==> config.mk <==
export PLATFORM = sky130hd
export DESIGN_NAME = dmae_engine
export DESIGN_NICKNAME = d
export VERILOG_FILES = /design/src/rtl/dmae_pkg.sv /design/src/rtl/dmae_addr_step.sv /design/src/rtl/dmae_check.sv /design/src/rtl/dmae_engine.sv
export SDC_FILE = /design/constraint.sdc
export NUM_CORES = 2
export LEC_CHECK = 0
export BUFFER_PORTS_ARGS = -buffer_cell sky130_fd_sc_hd__buf_2
export CORE_UTILIZATION = 40
export CTS_BUF_LIST = sky130_fd_sc_hd__clkbuf_8
export DETAILED_ROUTE_END_ITERATION = 10
export HOLD_SLACK_MARGIN = 0.03
export PLACE_DENSITY_LB_ADDON = 0.08
export SLEW_MARGIN = 20
export SYNTH_ARGS = -nofsm -noshare
export SYNTH_HDL_FRONTEND = slang
export SYNTH_HIERARCHICAL = 1
export SYNTH_SLANG_ARGS = --single-unit
==> constraint.sdc <==
create_clock -name clk -period 6.05 [get_ports clk]
set_clock_uncertainty 0.2 [all_clocks]
set_input_delay 1.5125 -clock clk [delete_from_list [all_inputs] [get_ports clk]]
set_output_delay 1.5125 -clock clk [all_outputs]
set_load 0.03 [all_outputs]
==> src/rtl/dmae_pkg.sv <==
package dmae_pkg;
    localparam int DESC_WORDS = 8;
    localparam int ITER_W     = 15;
    localparam int W_SRC      = 0;
    localparam int W_DST      = 1;
    localparam int W_STEP     = 2;
    localparam int W_ATTR     = 3;
    localparam int W_NBYTES   = 4;
    localparam int W_SADJ     = 5;
    localparam int W_DADJ     = 6;
    localparam int W_CTL      = 7;
    localparam int CTL_START  = 16;
    localparam int CTL_IEND   = 17;
    localparam int CTL_IHALF  = 18;
    localparam int CTL_DROP   = 19;
    localparam int CTL_CHAIN  = 20;
    localparam logic [2:0] FETCH_SIZE = 3'd2;

    typedef enum logic [2:0] {
        ERR_NONE  = 3'd0,
        ERR_CFG   = 3'd1,
        ERR_SALGN = 3'd2,
        ERR_DALGN = 3'd3,
        ERR_SBUS  = 3'd4,
        ERR_DBUS  = 3'd5
    } err_t;

    typedef enum logic [1:0] {S_IDLE, S_RD, S_WR, S_FETCH} state_t;

    typedef struct packed {
        logic [15:0] spare;
        logic [4:0]  dwrap;
        logic [2:0]  dsz;
        logic [4:0]  swrap;
        logic [2:0]  ssz;
    } attr_t;

    typedef struct packed {
        logic [15:0] dstep;
        logic [15:0] sstep;
    } steps_t;

    function automatic logic [5:0] size_bytes(logic [2:0] code);
        case (code)
            3'd0:    return 6'd1;
            3'd1:    return 6'd2;
            3'd2:    return 6'd4;
            3'd4:    return 6'd16;
            3'd5:    return 6'd32;
            default: return 6'd0;
        endcase
    endfunction
endpackage

==> src/rtl/dmae_addr_step.sv <==
module dmae_addr_step #(
    parameter int AW = 32
) (
    input  logic [AW-1:0] cur,
    input  logic [15:0]   step,
    input  logic [4:0]    wrap,
    output logic [AW-1:0] nxt
);
    logic [AW-1:0] sum;
    logic [AW-1:0] keep_low;

    always_comb begin
        sum      = cur + AW'($signed(step));
        keep_low = (wrap == 5'd0) ? '1 : ((AW'(1) << wrap) - AW'(1));
        nxt      = (cur & ~keep_low) | (sum & keep_low);
    end
endmodule

==> src/rtl/dmae_check.sv <==
module dmae_check
    import dmae_pkg::*;
(
    input  logic [31:0]       nbytes,
    input  logic [ITER_W-1:0] iter,
    input  logic [2:0]        ssz,
    input  logic [2:0]        dsz,
    input  logic [31:0]       saddr,
    input  logic [31:0]       daddr,
    output err_t              verdict
);
    logic [31:0] lowbits;

    always_comb begin
        lowbits = 32'(size_bytes(ssz)) - 32'd1;
        if (nbytes == 32'd0 || iter == '0 || size_bytes(ssz) == 6'd0 ||
            ssz != dsz || (nbytes & lowbits) != 32'd0)
            verdict = ERR_CFG;
        else if ((saddr & lowbits) != 32'd0)
            verdict = ERR_SALGN;
        else if ((daddr & lowbits) != 32'd0)
            verdict = ERR_DALGN;
        else
            verdict = ERR_NONE;
    end
endmodule

==> src/rtl/dmae_engine.sv <==
module dmae_engine
    import dmae_pkg::*;
#(
    parameter int  DATA_BYTES = 32,
    localparam int DW         = 8 * DATA_BYTES
) (
    input  logic          clk,
    input  logic          rst,
    input  logic          desc_wr,
    input  logic [2:0]    desc_idx,
    input  logic [31:0]   desc_wdata,
    input  logic          go,
    input  logic          hw_req,
    input  logic          req_en_set,
    output logic          mem_req,
    output logic          mem_we,
    output logic [31:0]   mem_addr,
    output logic [2:0]    mem_size,
    output logic [DW-1:0] mem_wdata,
    input  logic          mem_ack,
    input  logic          mem_err,
    input  logic [DW-1:0] mem_rdata,
    output logic          active,
    output logic          done,
    output logic          irq,
    output logic          req_en,
    output logic [2:0]    err_code
);
    logic [31:0]       dw [DESC_WORDS];
    state_t            st;
    err_t              err_q;
    err_t              verdict;
    logic [ITER_W-1:0] citer;
    logic [ITER_W-1:0] biter;
    logic [ITER_W-1:0] cit_n;
    logic [31:0]       left;
    logic [31:0]       left_n;
    logic [DW-1:0]     rbuf;
    logic [2:0]        fidx;
    logic [31:0]       fbase;
    logic              auto_go;
    logic              svc;
    attr_t             attr;
    steps_t            steps;
    logic [31:0]       src_nxt;
    logic [31:0]       dst_nxt;
    logic              unused_bits;

    assign attr   = attr_t'(dw[W_ATTR]);
    assign steps  = steps_t'(dw[W_STEP]);
    assign biter  = dw[W_CTL][ITER_W-1:0];
    assign left_n = left - 32'(size_bytes(attr.ssz));
    assign cit_n  = citer - ITER_W'(1);
    assign unused_bits = ^{attr.spare, dw[W_CTL][31:CTL_CHAIN+1], dw[W_CTL][15]};

    dmae_addr_step #(.AW(32)) u_src_step (
        .cur(dw[W_SRC]), .step(steps.sstep), .wrap(attr.swrap), .nxt(src_nxt));
    dmae_addr_step #(.AW(32)) u_dst_step (
        .cur(dw[W_DST]), .step(steps.dstep), .wrap(attr.dwrap), .nxt(dst_nxt));

    dmae_check u_check (
        .nbytes(dw[W_NBYTES]), .iter(citer), .ssz(attr.ssz), .dsz(attr.dsz),
        .saddr(dw[W_SRC]), .daddr(dw[W_DST]), .verdict(verdict));

    assign svc = (st == S_IDLE) && (err_q == ERR_NONE) && !desc_wr &&
                 (go || auto_go || (hw_req && req_en));

    always_comb begin
        mem_req   = (st != S_IDLE);
        mem_we    = (st == S_WR);
        mem_wdata = rbuf;
        case (st)
            S_WR:    begin mem_addr = dw[W_DST]; mem_size = attr.dsz; end
            S_FETCH: begin mem_addr = fbase + {27'd0, fidx, 2'b00}; mem_size = FETCH_SIZE; end
            default: begin mem_addr = dw[W_SRC]; mem_size = attr.ssz; end
        endcase
    end

    assign err_code = err_q;

    always_ff @(posedge clk) begin
        if (rst) begin
            for (int i = 0; i < DESC_WORDS; i++) dw[i] <= '0;
            st      <= S_IDLE;
            err_q   <= ERR_NONE;
            citer   <= '0;
            left    <= '0;
            rbuf    <= '0;
            fidx    <= '0;
            fbase   <= '0;
            auto_go <= 1'b0;
            active  <= 1'b0;
            done    <= 1'b0;
            irq     <= 1'b0;
            req_en  <= 1'b0;
        end else begin
            irq <= 1'b0;
            if (req_en_set) req_en <= 1'b1;
            case (st)
                S_IDLE: begin
                    if (desc_wr) begin
                        dw[desc_idx] <= desc_wdata;
                        if (desc_idx == 3'(W_CTL)) citer <= desc_wdata[ITER_W-1:0];
                        err_q <= ERR_NONE;
                    end else if (svc) begin
                        auto_go <= 1'b0;
                        done    <= 1'b0;
                        if (verdict != ERR_NONE) begin
                            err_q <= verdict;
                        end else begin
                            left   <= dw[W_NBYTES];
                            active <= 1'b1;
                            st     <= S_RD;
                        end
                    end
                end
                S_RD: if (mem_ack) begin
                    if (mem_err) begin
                        err_q  <= ERR_SBUS;
                        active <= 1'b0;
                        st     <= S_IDLE;
                    end else begin
                        rbuf      <= mem_rdata;
                        dw[W_SRC] <= src_nxt;
                        st        <= S_WR;
                    end
                end
                S_WR: if (mem_ack) begin
                    if (mem_err) begin
                        err_q  <= ERR_DBUS;
                        active <= 1'b0;
                        st     <= S_IDLE;
                    end else if (left_n != 32'd0) begin
                        dw[W_DST] <= dst_nxt;
                        left      <= left_n;
                        st        <= S_RD;
                    end else if (cit_n == '0) begin
                        dw[W_SRC] <= dw[W_SRC] + dw[W_SADJ];
                        dw[W_DST] <= dw[W_CTL][CTL_CHAIN] ? dst_nxt : dst_nxt + dw[W_DADJ];
                        citer     <= biter;
                        active    <= 1'b0;
                        done      <= 1'b1;
                        irq       <= dw[W_CTL][CTL_IEND];
                        if (dw[W_CTL][CTL_DROP]) req_en <= 1'b0;
                        if (dw[W_CTL][CTL_CHAIN]) begin
                            fbase <= dw[W_DADJ];
                            fidx  <= '0;
                            st    <= S_FETCH;
                        end else begin
                            st <= S_IDLE;
                        end
                    end else begin
                        dw[W_DST] <= dst_nxt;
                        citer     <= cit_n;
                        irq       <= dw[W_CTL][CTL_IHALF] && (cit_n == (biter >> 1));
                        active    <= 1'b0;
                        st        <= S_IDLE;
                    end
                end
                S_FETCH: if (mem_ack) begin
                    if (mem_err) begin
                        err_q <= ERR_SBUS;
                        st    <= S_IDLE;
                    end else begin
                        dw[fidx] <= mem_rdata[31:0];
                        if (fidx == 3'(W_CTL)) begin
                            citer   <= mem_rdata[ITER_W-1:0];
                            auto_go <= mem_rdata[CTL_START];
                            st      <= S_IDLE;
                        end else begin
                            fidx <= fidx + 3'd1;
                        end
                    end
                end
                default: st <= S_IDLE;
            endcase
        end
    end
endmodule

* After elaboration in Yosys (flattened, before gate mapping) *
Memories as Yosys holds them, arrays and structs flattened.
Index checks and enable logic that the tools add are counted.

cells by class
  add/subtract/negate cells = 11
  multipliers = 0
  div/mod/pow operators = 0
  order comparisons = 0
  eq/ne operators = 35
  shifts and indexed selects = 2
  muxes and demuxes = 130
  bitwise gates (word level) = 20
  reductions and logical operators = 46

operator list
  cell                                                number
  2-to-1 mux 32 bit                                   16
  AND 32 bit                                          7
  2-to-1 mux 15 bit                                   9
  adder 32 bit                                        4
  case mux 32 bit (2 select lines)                    2
  nonzero test 32 bit                                 4
  NOT 32 bit                                          2
  bitwise OR 32 bit                                   2
  OR reduction 32 bit                                 2
  left shift 1 x 5 -> 32 bit, first input constant    2
  subtractor 32 x 1 -> 32 bit, second input constant  2
  2-to-1 mux 1 bit                                    61
  2-to-1 mux 3 bit                                    19
  case mux 15 bit (3 select lines)                    1
  adder 32 x 5 -> 32 bit                              1
  logical NOT 32 bit                                  1
  subtractor 32 x 6 -> 32 bit                         1
  logical NOT 15 bit                                  2
  case mux 6 bit (5 select lines)                     1
  2-to-1 mux 2 bit                                    14
  != test 2 bit, second input constant                12
  AND reduction 7 bit                                 3
  AND reduction 6 bit                                 3
  AND reduction 9 bit                                 2
  other kinds (33)                                    71

storage, ports and cells
  register bits = 348
  latch bits = 0
  bits in writable memories = 256
  ROM bits = 0
  input bits = 299
  output and inout bits = 300
  memories kept = 1

memory list
  name  depth  bits a word  rd ports  clocked after memory_dff  write ports  RTL line           RTL
  dw    8      32           8         0                         8            dmae_engine.sv:29  logic [31:0] dw [DESC_WORDS];

* Depth between registers and ports, before layout *
An unclocked memory read counts as a cell.

  depth in word-level cells = 14
  mapped depth = 26
  depth with buffers taken out = 24

* Cells and area by module *
Netlist, hierarchy kept.

modules (own cells, without submodules)
  module          times used  cells an instance  area each (um2)  sequential area each (um2)
  dmae_engine     1           3165               27834.2          13783.2
  dmae_addr_step  2           415                2602.5           0.0
  dmae_check      1           79                 554.3            0.0

* Worst setup path before layout *
No wires, ideal clock.

  kind = input port to flip-flop
  start = in mem_ack
  end = mem dw[4][0], enable pin
  library setup time = 0.394 ns
  arrival time = 4.631 ns
  data required time = 5.456 ns
  slack = 0.825 ns
  cell stages on the path = 9
  buffers on the path = 3
  cells stage by stage = clkbuf_1 inv_1 nor4b_1 clkbuf_1 buf_1 nand3b_1 o21ai_0 nand2_1 nand2b_1

RTL lines
  element      RTL line           RTL
  from (decl)  dmae_engine.sv:20  input logic mem_ack,
  to (decl)    dmae_engine.sv:29

* Worst setup path in the final report *
  start = reg fidx[1]
  end = out mem_addr[31]

between the ends
  word-level cells in the longest chain between the ends = 2

RTL lines
  element                           RTL line            RTL
  from (decl)                       dmae_engine.sv:39   logic [2:0] fidx;
  from (signal assigned)            dmae_engine.sv:171  fidx <= fidx + 3'd1;
  adder 32 x 5 -> 32 bit            dmae_engine.sv:74   S_FETCH: begin mem_addr = fbase + {27'd0, fidx, 2'b00}; mem_size = FETCH_SIZE; end
  case mux 32 bit (2 select lines)  dmae_engine.sv:72   case (st)
  to (decl)                         dmae_engine.sv:17   output logic [31:0] mem_addr,

No other way between the ends.

==> flow_summary.ini <==
[flow_run]
drv_cap = 0

[synth]
async_flop_share_pct = 0
yosys-top-cells-area = dfxtp_1 21%, edfxtp_1 20%, nand2_1 9.2%
synth_common_cells = 823 x nand2_1, 502 x a21oi_1, 446 x nor2_1
ys_ff_latch = 575
synth_top_area_share_pct = 20.74
synthesis.area_um2 = 33590
synth_edf_count = 227
ys_warn_count = 6
synth_cells = 4074
syn_avg_cell_area_um2 = 8.246
synthFlopType = dfxtp_1
ys_seq_area_share_pct = 41.03
syn_nets = 4524
synth.most_common_cell = nand2_1
synth_top_cell_by_area = dfxtp_1
yosys.cell_types.count = 95

[clock_tree]
clock_latency_ns = 0.76
root_buffer = clkbuf_8
holdBufCountCts = 0
cts_buffer_depth = 3
cts_made_buffers = 106
clock-sinks = 575
h-tree-depth = 3
ctsResizeCount = 0
post-cts-setup-buffers = 0
clkTransAtPathRegs_ns = 0.06
tritoncts = yes

[final_layout]
fin_util_pct = 48.46
nFillCells = 8294
drive_gt1_share_pct = 19.73
fin_area_um2 = 40050
nets = 5092
area_growth_pct = 19.21

[floorplanning]
core_um2 = 82640
die_h_um = 291.8
initial_core_util_pct = 40.65
ios = 599
die-area_um2 = 85150
die_w_um = 291.8
rows = 105

[critical_path]
worstPathRequired_ns = 4.34
crit_type = flop to output pin
cp-start-kind = flop
critPathCaptureType = output pin
crit_fanout = 8
critical_path_arrival_ns = 4.01

[sta]
relSlewSlack_pct = 28.04
grt_setup_unrepaired = no
min_period_over_period_pct = 94.65
slew_viol_final = 0
setup_tns_ns = 0
max_freq_mhz = 174.6
layout_min_cycle_time_ns = 5.726
setup_viol = 0
worstMarginPinSlew_ns = 1.077
hold_viol_final = 0

[place]
dpl_cell_area_um2 = 37820
hpwl_um = 114400
io_buffers = 598
place_congestion = 1.038

[routing]
drtIter0Drc = 3278
routed_wirelength_um = 150100
wire_per_inst_um = 25.79
vias_per_cell = 5.725
postRouteAntennaNets = 0
drc_errors = 0
num_vias = 33310
drt-pass1-iter-count = 6

[pwr]
p_seq_share_pct = 42.5
clkPwrFrac_pct = 38.4
sw_frac_of_total_pct = 31.89
vdd_drop_max_v = 0.0001936
p_sw_mw = 3.239
p_comb_share_pct = 19.1
p_leak_nw = 16.82
p_per_area_nw_per_um2 = 253.6
p_int_mw = 6.918

[global_route]
overflow = 0
track_usage_pct = 33.99
antenna_found_initial = 34
grt_pass1_vias = 30120
grt_max_degree = 194
grt_pass1_wl_um = 212500

[status]
status = complete, no violations

[worst_hold_path]
hold_path.class = flop to flop
## metrics by stage
| step | hold slack (ns) | cells | power, mW | setup WS [ns] |
|---|---|---|---|---|
| detailed placement | 0.2246 | 5604 | 6.287 | 0.4150 |
| finish | 0.2385 | 5818 | 10.16 | 0.3238 |
| CTS | 0.2419 | 5803 | 10.18 | 0.1138 |
| floorplan | 0.1977 | 4074 | 5.595 | 0.8246 |
| global placement | 0.2236 | 5604 | 6.293 | 0.4468 |
| global route | 0.2542 | 5814 | 10.56 | 0.06202 |
## worst max-delay path, cell delays in order (launching register included)
cell,delay (ns)
dfxtp_1,0.40
ha_1,0.32
a21o_1,0.10
a21oi_1,0.18
nor2b_1,0.24
nand2b_1,0.15
nor2_2,0.37
nand4_1,0.33
nor3_1,0.30
xor2_1,0.33
nand2_1,0.09
nand2_1,0.21
buf_2,0.24
## sequential cells by signal, summed over array words and instances, names as in the netlist
register   count
left          32
req_en         1
dw           227
citer         15
fbase         32
err_code       3
active         1
st             2
done           1
fidx           3
irq            1
auto_go        1
mem_wdata    256
## final timing paths
check	startpoint	end	slack, ns	depth (start not counted)
worst max-delay path	fidx[1]	mem_addr[31]	0.32	12
worst min register to register	dw[7][19]	req_en	0.24	1
worst min-delay path	dw[7][19]	req_en	0.24	1
worst max register to register	dw[1][1]	dw[1][29]	0.46	19
## power groups by stage
stage	logic [mW]	registers, mW	clock network (mW)
6_report	1.94	4.31	3.90
5_1_grt	2.10	4.32	4.14
4_1_cts	1.91	4.31	3.97
3_5_place_dp	1.90	4.39	0
3_3_place_gp	1.90	4.39	0
2_1_floorplan	1.19	4.40	0
## cells in the final DEF (no fill, tap or decap), types with 16 or more instances in the layout
master      n
o21ai_1    24
and3_1     29
ha_1      143
o21ai_0   150
nor2_1    443
buf_2     597
mux2i_1    94
o31ai_1    18
nand2b_1   34
a21oi_1   502
nor2b_1    29
o21bai_1   17
dfxtp_1   348
a22oi_1    56
nand2_1   822
a211oi_1   29
a31oi_1    42
nand3_1    58
mux2_2     16
buf_4      94
clkbuf_8  126
o22ai_1    51
nor4_1     41
a21o_1     59
xor2_1     75
inv_1     105
edfxtp_1  227
nand4_1    33
o21a_1     20
nor3_1     58
xnor2_1    93
## layer usage
layer	share of wire (%)	vias up	routed length (um)	track usage (%)
met3	10	205	15220	9.225
met2	42	1509	63580	49.58
met1	45	15880	67310	48.94
li1	-	15700	-	-
met5	0.16	-	240	1.418
met4	2.5	14	3711	8.742
## cells by family after synthesis
family | count (synthesis) | share of synthesized area [%]
flip-flops | 575 | 41.03
buffers and inverters | 297 | 3.624
AO/OA/AOI/OAI | 1109 | 20.19
AND/OR/NAND/NOR | 1657 | 21.49
other | 1 | 0.01116
adder cells (fa/ha/maj) | 153 | 5.818
multiplexers | 114 | 3.456
XOR/XNOR | 168 | 4.380
## final cells by class
| class | count | area (um^2) | area share, % |
|---|---|---|---|
| timing repair buffer | 696 | 3789 | 9.460 |
| clock inverter | 73 | 446.7 | 1.115 |
| tap | 1070 | 1339 | 3.343 |
| sequential | 575 | 13780 | 34.42 |
| antenna | 15 | 37.54 | 0.09373 |
| inverter | 61 | 229.0 | 0.5717 |
| multi-input combinational | 3202 | 18690 | 46.67 |
| clock buffer | 126 | 1734 | 4.330 |
Note: power is estimated with default switching activity, not from simulation.
